==> config.mk <==
export PLATFORM = sky130hd
export DESIGN_NAME = fixed_off_regulator
export DESIGN_NICKNAME = d
export VERILOG_FILES = /design/src/rtl/fotr_pkg.sv /design/src/rtl/fotr_sync.sv /design/src/rtl/fotr_interval.sv /design/src/rtl/fotr_ctrl.sv /design/src/rtl/fotr_cmd_reg.sv /design/src/rtl/fixed_off_regulator.sv
export SDC_FILE = /design/constraint.sdc
export NUM_CORES = 1
export LEC_CHECK = 0
export ABC_AREA = 1
export BUFFER_PORTS_ARGS = -buffer_cell sky130_fd_sc_hd__buf_2
export CAP_MARGIN = 20
export CORE_ASPECT_RATIO = 0.75
export CORE_MARGIN = 2
export CORE_UTILIZATION = 55
export CTS_BUF_LIST = sky130_fd_sc_hd__clkbuf_16
export CTS_CLUSTER_SIZE = 40
export DETAILED_ROUTE_END_ITERATION = 6
export GPL_ROUTABILITY_DRIVEN = 0
export PLACE_DENSITY = 0.8
export SLEW_MARGIN = 20
export SYNTH_ARGS = -nofsm -noshare
export SYNTH_HDL_FRONTEND = slang
export SYNTH_SLANG_ARGS = --single-unit
==> constraint.sdc <==
create_clock -name clk -period 3.45 [get_ports clk]
set_input_delay 0.69 -clock clk [delete_from_list [all_inputs] [get_ports clk]]
set_output_delay 0.69 -clock clk [all_outputs]
set_load 0.01 [all_outputs]
==> src/rtl/fotr_pkg.sv <==
package fotr_pkg;

  typedef enum logic [1:0] {
    ST_IDLE  = 2'd0,
    ST_BLANK = 2'd1,
    ST_DRIVE = 2'd2,
    ST_OFF   = 2'd3
  } fotr_state_t;

  typedef struct packed {
    logic pwm;
    logic dir;
    logic brake;
  } bridge_cmd_t;

  // Bridge command for each controller state
  function automatic bridge_cmd_t encode_cmd(input fotr_state_t st, input logic dir_req);
    bridge_cmd_t c;
    case (st)
      ST_BLANK, ST_DRIVE: begin
        c.pwm   = 1'b1;
        c.dir   = dir_req;
        c.brake = 1'b0;
      end
      ST_OFF: begin
        c.pwm   = 1'b1;
        c.dir   = 1'b1;
        c.brake = 1'b1;
      end
      default: begin
        c.pwm   = 1'b0;
        c.dir   = 1'b0;
        c.brake = 1'b1;
      end
    endcase
    return c;
  endfunction

endpackage

==> src/rtl/fotr_sync.sv <==
module fotr_sync #(
  parameter int STAGES = 2
) (
  input  logic clk,
  input  logic rst,
  input  logic d,
  output logic q
);

  logic [STAGES-1:0] chain;

  genvar g;
  generate
    for (g = 0; g < STAGES; g++) begin : g_stage
      if (g == 0) begin : g_first
        always_ff @(posedge clk) begin
          if (rst) chain[0] <= 1'b0;
          else     chain[0] <= d;
        end
      end else begin : g_next
        always_ff @(posedge clk) begin
          if (rst) chain[g] <= 1'b0;
          else     chain[g] <= chain[g-1];
        end
      end
    end
  endgenerate

  assign q = chain[STAGES-1];

endmodule

==> src/rtl/fotr_interval.sv <==
module fotr_interval #(
  parameter int W = 16
) (
  input  logic         clk,
  input  logic         rst,
  input  logic         clear,
  input  logic         load,
  input  logic [W-1:0] load_val,
  output logic         expired
);

  logic [W-1:0] remain;

  always_ff @(posedge clk) begin
    if (rst || clear)       remain <= '0;
    else if (load)          remain <= load_val;
    else if (remain != '0)  remain <= remain - 1'b1;
  end

  assign expired = (remain == '0);

endmodule

==> src/rtl/fotr_ctrl.sv <==
module fotr_ctrl
  import fotr_pkg::*;
#(
  parameter int OFF_W   = 16,
  parameter int BLANK_W = 8,
  parameter int CNT_W   = 16
) (
  input  logic               clk,
  input  logic               rst,
  input  logic               enable,
  input  logic               trip,
  input  logic [OFF_W-1:0]   off_cycles,
  input  logic [BLANK_W-1:0] blank_cycles,
  input  logic               cnt_expired,
  output fotr_state_t        state_q,
  output fotr_state_t        state_d,
  output logic               cnt_clear,
  output logic               cnt_load,
  output logic [CNT_W-1:0]   cnt_val
);

  logic [OFF_W-1:0]   off_m1;
  logic [BLANK_W-1:0] blank_m1;
  logic               blank_none;

  assign off_m1     = (off_cycles == '0) ? '0 : off_cycles - 1'b1;
  assign blank_m1   = blank_cycles - 1'b1;
  assign blank_none = (blank_cycles == '0);
  assign cnt_clear  = !enable;

  always_comb begin
    state_d  = state_q;
    cnt_load = 1'b0;
    cnt_val  = '0;
    if (!enable) begin
      state_d = ST_IDLE;
    end else begin
      case (state_q)
        ST_IDLE, ST_BLANK: begin
          if (state_q == ST_IDLE || cnt_expired) begin
            if (state_q == ST_IDLE && !blank_none) begin
              state_d  = ST_BLANK;
              cnt_load = 1'b1;
              cnt_val  = CNT_W'(blank_m1);
            end else begin
              state_d = ST_DRIVE;
            end
          end
        end
        ST_DRIVE: begin
          if (trip) begin
            state_d  = ST_OFF;
            cnt_load = 1'b1;
            cnt_val  = CNT_W'(off_m1);
          end
        end
        ST_OFF: begin
          if (cnt_expired) begin
            if (blank_none) begin
              state_d = ST_DRIVE;
            end else begin
              state_d  = ST_BLANK;
              cnt_load = 1'b1;
              cnt_val  = CNT_W'(blank_m1);
            end
          end
        end
        default: state_d = ST_IDLE;
      endcase
    end
  end

  always_ff @(posedge clk) begin
    if (rst) state_q <= ST_IDLE;
    else     state_q <= state_d;
  end

endmodule

==> src/rtl/fotr_cmd_reg.sv <==
module fotr_cmd_reg
  import fotr_pkg::*;
(
  input  logic        clk,
  input  logic        rst,
  input  fotr_state_t state_d,
  input  logic        dir_req,
  output logic        pwm_o,
  output logic        dir_o,
  output logic        brake_o
);

  bridge_cmd_t cmd_d, cmd_q;

  assign cmd_d = encode_cmd(state_d, dir_req);

  always_ff @(posedge clk) begin
    if (rst) cmd_q <= encode_cmd(ST_IDLE, 1'b0);
    else     cmd_q <= cmd_d;
  end

  assign pwm_o   = cmd_q.pwm;
  assign dir_o   = cmd_q.dir;
  assign brake_o = cmd_q.brake;

endmodule

==> src/rtl/fixed_off_regulator.sv <==
module fixed_off_regulator
  import fotr_pkg::*;
#(
  parameter int OFF_W       = 16,
  parameter int BLANK_W     = 8,
  parameter int SYNC_STAGES = 2
) (
  input  logic               clk,
  input  logic               rst,
  input  logic               enable,
  input  logic               dir_sel,
  input  logic               trip_async,
  input  logic [OFF_W-1:0]   off_cycles,
  input  logic [BLANK_W-1:0] blank_cycles,
  output logic               pwm_o,
  output logic               dir_o,
  output logic               brake_o
);

  localparam int CNT_W = (OFF_W > BLANK_W) ? OFF_W : BLANK_W;

  logic        trip_s;
  logic        cnt_expired;
  logic        cnt_clear;
  logic        cnt_load;
  logic [CNT_W-1:0] cnt_val;
  fotr_state_t state_q;
  fotr_state_t state_d;

  fotr_sync #(.STAGES(SYNC_STAGES)) u_sync (
    .clk (clk),
    .rst (rst),
    .d   (trip_async),
    .q   (trip_s)
  );

  fotr_interval #(.W(CNT_W)) u_interval (
    .clk      (clk),
    .rst      (rst),
    .clear    (cnt_clear),
    .load     (cnt_load),
    .load_val (cnt_val),
    .expired  (cnt_expired)
  );

  fotr_ctrl #(.OFF_W(OFF_W), .BLANK_W(BLANK_W), .CNT_W(CNT_W)) u_ctrl (
    .clk          (clk),
    .rst          (rst),
    .enable       (enable),
    .trip         (trip_s),
    .off_cycles   (off_cycles),
    .blank_cycles (blank_cycles),
    .cnt_expired  (cnt_expired),
    .state_q      (state_q),
    .state_d      (state_d),
    .cnt_clear    (cnt_clear),
    .cnt_load     (cnt_load),
    .cnt_val      (cnt_val)
  );

  fotr_cmd_reg u_cmd (
    .clk     (clk),
    .rst     (rst),
    .state_d (state_d),
    .dir_req (dir_sel),
    .pwm_o   (pwm_o),
    .dir_o   (dir_o),
    .brake_o (brake_o)
  );

endmodule

; ---- After elaboration in Yosys (flattened, before gate mapping)
; Cells that the tools add are included.
[word_totals]
register_bits = 23
in_bits = 29
output_inout_bits = 3
wordCells = 54
[op_classes]
n_addsub = 3
n_eq_ne = 6
muxes = 25
reduce_logical = 13
[ops]
columns = cell, count
row1 = $mux 16, 7
row2 = $pmux 16 s3, 1
row3 = $logic_not 16->1, 2
row4 = $sub 16x1->16 const B, 2
row5 = $mux 8, 2
row6 = $reduce_bool 16->1, 1
row7 = $mux 2, 6
row8 = $eq 2x2->1 const B, 4
row9 = $logic_not 8->1, 1
row10 = $sub 8x1->8 const B, 1
row11 = $mux 1, 6
row12 = $pmux 2 s3, 1
row13 = $pmux 3 s2, 1
row14 = $eq 2x1->1 const B, 2
row15 = $reduce_or 2->1, 2
row16 = $pmux 1 s3, 1
row17 = $logic_not 1->1, 2
row18 = $logic_not 2->1, 1
row19 = $logic_or 1x1->1, 2
row20 = $reduce_bool 2->1, 1
row21 = $logic_and 1x1->1, 1

; ---- Depth between registers and ports, before layout
[logic_depth]
word_depth = 10
mapped_depth = 15
ltp_nobuf = 15

; ---- Modules after synthesis
; From an unflattened synthesis, not the netlist that was laid out.
[hier_totals]
hier_cells = 397
hier_area_um2 = 2258.4
[modules_own_cells]
columns = module, n_inst, cells_each, area_per_inst_um2, seq_area_each_um2
row1 = fotr_interval, 1, 177, 1078.5, 320.3
row2 = fotr_ctrl, 1, 199, 999.7, 40.0
row3 = fotr_cmd_reg, 1, 15, 125.1, 60.1
row4 = fotr_sync, 1, 6, 55.1, 40.0

; ---- Least setup slack after synthesis
; OpenSTA, ideal clock, no wires.
[synth_timing]
path_kind = input to register
startpoint = in blank_cycles[0]
endpoint = reg u_cmd.cmd_q (netlist bit u_cmd.dir_o)
setup_ns = 0.115
t_arrival_ns = 2.219
required_ns = 3.335
path_slack_ns = 1.115
cell_stages = 12
n_path_buf = 0
cell_sequence = inv_1 -> ha_1 -> nand3_2 -> o21bai_1 -> nor2_1 -> nor3_1 -> inv_1 -> ha_1 -> nand2_1 -> inv_1 -> o21ai_0 -> inv_1
[synth_via]
elab_chain_len = 10
elab_cells_between_ends = 14
cone_classes = eq/ne (3) / mux (7) / reduce/logical (4)
[synth_rtl]
columns = element, line
row1 = "start, declared", fixed_off_regulator.sv:14  ; input logic [BLANK_W-1:0] blank_cycles,
row2 = $logic_not 8->1 *, fotr_ctrl.sv:28  ; assign blank_none = (blank_cycles == '0);
row3 = $logic_not 1->1, fotr_ctrl.sv:41  ; if (state_q == ST_IDLE && !blank_none) begin
row4 = $logic_and 1x1->1, fotr_ctrl.sv:41
row5 = $mux 2, fotr_ctrl.sv:41
row6 = $mux 2, fotr_ctrl.sv:40  ; if (state_q == ST_IDLE || cnt_expired) begin
row7 = $pmux 2 s3 *, fotr_ctrl.sv:38  ; case (state_q)
row8 = $mux 2 *, fotr_ctrl.sv:35  ; if (!enable) begin
row9 = via state_d[1], fixed_off_regulator.sv:28  ; fotr_state_t state_d;
row10 = $eq 2x1->1 or $eq 2x2->1 (tied branches), fotr_pkg.sv:19  ; case (st)
row11 = $reduce_or 2->1, fotr_pkg.sv:19
row12 = $pmux 3 s2 *, fotr_pkg.sv:19
row13 = "end signal, assigned", fotr_cmd_reg.sv:18  ; if (rst) cmd_q <= encode_cmd(ST_IDLE, 1'b0);
row14 = "end signal, assigned", fotr_cmd_reg.sv:19  ; else cmd_q <= cmd_d;
row15 = "end, declared", fotr_cmd_reg.sv:13  ; bridge_cmd_t cmd_d, cmd_q;
; The timed path passes the listed nets; every way through them passes the cells marked *.
; A chain may end at the register's enable or synchronous reset.

; ---- Worst setup path in the final report
; Ends and elaborated chain as after synthesis.

==> results.cfg <==
[outcome]
status = finished, final reports clean

[layout]
fillCellCount = 374
fin_util_pct = 65.1
postLayoutCellArea_mm2 = 0.00240
n_antenna_cell = 0
drive_above_1_share_pct = 14.7
fin_nets = 437
area_growth_syn_to_layout_pct = 12.2
stdcell_count = 453

[floorplan]
rows = 19
die_h_um = 58.0
boundaryPins = 32
die_width_um = 76.0
start_util_pct = 58.0
core_mm2 = 0.00368
dieArea_mm2 = 0.00440

[place]
port-buffer-count = 31
dpl-instance-area_mm2 = 0.00232
placed_cells = 449
hpwlAfterDp_um = 3980
pre_cts_slack_ns = 0.798

[timing]
setup_viol = 0
clock.fmax_mhz = 422
fin_crit_sh_pct = 68.8
tns_ns = 0
skew_ns = 0.00238
finalHoldViolations = 0
slew-limit-headroom_pct = 72.3
rsz0062_at_grt = false
layout_setup_ws_ns = 1.08
worstMarginPinSlew_ns = 0.414
maxSlewViolCount = 0
layout_min_cycle_time_ns = 2.37

[min_path]
hp-class = flip-flop to flip-flop
min_from = u_sync.chain[0]
holdPathEnd = u_sync.q
min_path_cells = 2

[synthesis]
syn_inst = 370
synth_fp_nets = 405
synth_area_mm2 = 0.00214
yosysSeqAreaShare_pct = 21.6
synth_cell_type_count = 29
ys_ff_latch = 23
yosys_warnings = 0
syn_avg_cell_area_um2 = 5.77

[cts]
cts_setup_buffers = 0
cts_tree = built
worstSkewPairLatency_ns = 0.26
cts_root_buffer = clkbuf_16
clockBufferDepth = 2
cts_buffers = 3
post_cts_resized = 0
cts.sinks = 23
clk_pin_slew_ns = 0.06
htreeDepth = 1
cts_hold_buf = 0

[worst_setup_path]
r2r_slack_ns = 1.20
r2r_end = u_cmd.dir_o
cp-start-kind = primary input
reg2reg_from = u_interval.remain[0]
reg2reg_depth = 14
criticalPathCategory = primary input to flip-flop
cp.required_ns = 3.61
end_kind = flip-flop
critical_path.max_fanout = 4
critPathArrivalTime_ns = 2.53

[global_routing]
grt_pass1_vias = 2061
antenna_found_initial = 0
grt_pass1_wl_um = 8680
track_usage_pct = 24.0
gr-total-overflow = 0
grt_max_degree = 24

[power]
seq_power_share_pct = 29.5
clock_power_share_pct = 23.0
p_comb_share_pct = 47.4
leakage_nw = 1.24
p_per_area_mw_per_mm2 = 460
netSwitchingPower_mw = 0.461
p_sw_share_pct = 41.9
internal_power_mw = 0.641
ir_drop_mv = 0.305

[route]
drc = 0
drt-pass1-iter-count = 4
vias = 2237
via_per_inst = 4.94
drt_iter0_drc = 145
wirelength_um = 4990
ant_nets = 0
wl_per_cell_um = 11.0

[run]
drv_cap = 0
## layout by cell type, fill, tap and decap left out, types with 5 or more instances in the layout
cell      n
nand2_1  89
nor2_1   72
inv_1    55
nand3_1  34
buf_2    31
dfxtp_1  23
o21ai_0  18
xor2_1   17
a21oi_1   8
nor3_1    7
ha_1      6
nand2_2   5
## worst max-delay path by stage
stage	from	to	slack [ns]	cells past startpoint
2_1_floorplan	blank_cycles[0]	u_cmd.dir_o	1.12	12
4_1_cts	blank_cycles[0]	u_cmd.dir_o	1.09	13
5_1_grt	blank_cycles[0]	u_cmd.dir_o	0.80	13
3_5_place_dp	blank_cycles[0]	u_cmd.dir_o	0.80	13
6_report	blank_cycles[0]	u_cmd.dir_o	1.08	13
3_3_place_gp	blank_cycles[0]	u_cmd.dir_o	0.93	13
## cell usage after synthesis (all sizes together)
master   n  area share (%)
nand3   35             8.4
o21ai   21             5.1
and3     1            0.29
nand4    4             1.2
o21bai   1            0.35
xor2    17             7.0
buf      4             1.8
xnor2    3             1.2
nor2    79              15
nor3     8             2.1
dfxtp   23              22
nand3b   1            0.35
ha       6             3.5
inv     59              10
nand2   96              18
or2      3            0.88
a21oi    9             2.3
## stage by stage
| stage | power [mW] | hold slack, ns |
|---|---|---|
| floorplan | 0.744 | 0.388 |
| global placement | 0.834 | 0.402 |
| detailed placement | 0.842 | 0.400 |
| CTS | 1.10 | 0.409 |
| global route | 1.19 | 0.417 |
| finish | 1.10 | 0.410 |
## power by group through the flow
stage | combinational, mW | clock (mW) | sequential (mW)
2_1_floorplan | 0.418 | 0 | 0.326
6_report | 0.523 | 0.254 | 0.325
3_3_place_gp | 0.503 | 0 | 0.330
4_1_cts | 0.518 | 0.258 | 0.325
3_5_place_dp | 0.512 | 0 | 0.330
5_1_grt | 0.598 | 0.267 | 0.329
## cell families after synthesis
logic type      Yosys count  share of synthesized area (%)
simple gates            227                           46.8
buf+inv                  63                           12.2
compound gates           31                           7.73
flops                    23                           21.6
xor+xnor                 20                           8.20
fa+ha+maj                 6                           3.51
## flip-flops by register name, summed over array words and instances, names as in the netlist
name,count
u_cmd.brake_o,1
u_cmd.dir_o,1
u_cmd.pwm_o,1
u_ctrl.state_q,2
u_interval.remain,16
u_sync.chain,1
u_sync.q,1
## final cells by class
class                      instances  area (µm²)  share of cell area (%)
sequential                        23         460                    19.2
clock inverter                     1        5.00                   0.209
timing repair buffer              31         155                    6.47
tap                               52        65.1                    2.71
inverter                          59         221                    9.24
clock buffer                       3        75.1                    3.13
multi-input combinational        284        1420                    59.0
## critical path: stages
cell and delay (ns):
buf_2 0.09, inv_1 0.08, ha_1 0.23, nand3_2 0.13, o21bai_1 0.24, nor2_1 0.10
nor3_1 0.25, inv_1 0.10, ha_1 0.33, nand2_1 0.06, inv_1 0.03, o21ai_0 0.13
inv_1 0.05
## routing by layer
layer / GRT usage, % / up-vias / wire [µm]
li1: - / 1201 / -
met1: 31.8 / 975 / 2510
met2: 41.3 / 53 / 2160
met3: 3.58 / 8 / 238
met4: 7.53 / 0 / 91
met5: 0 / - / 0
Power figures use the tool's default switching activity.
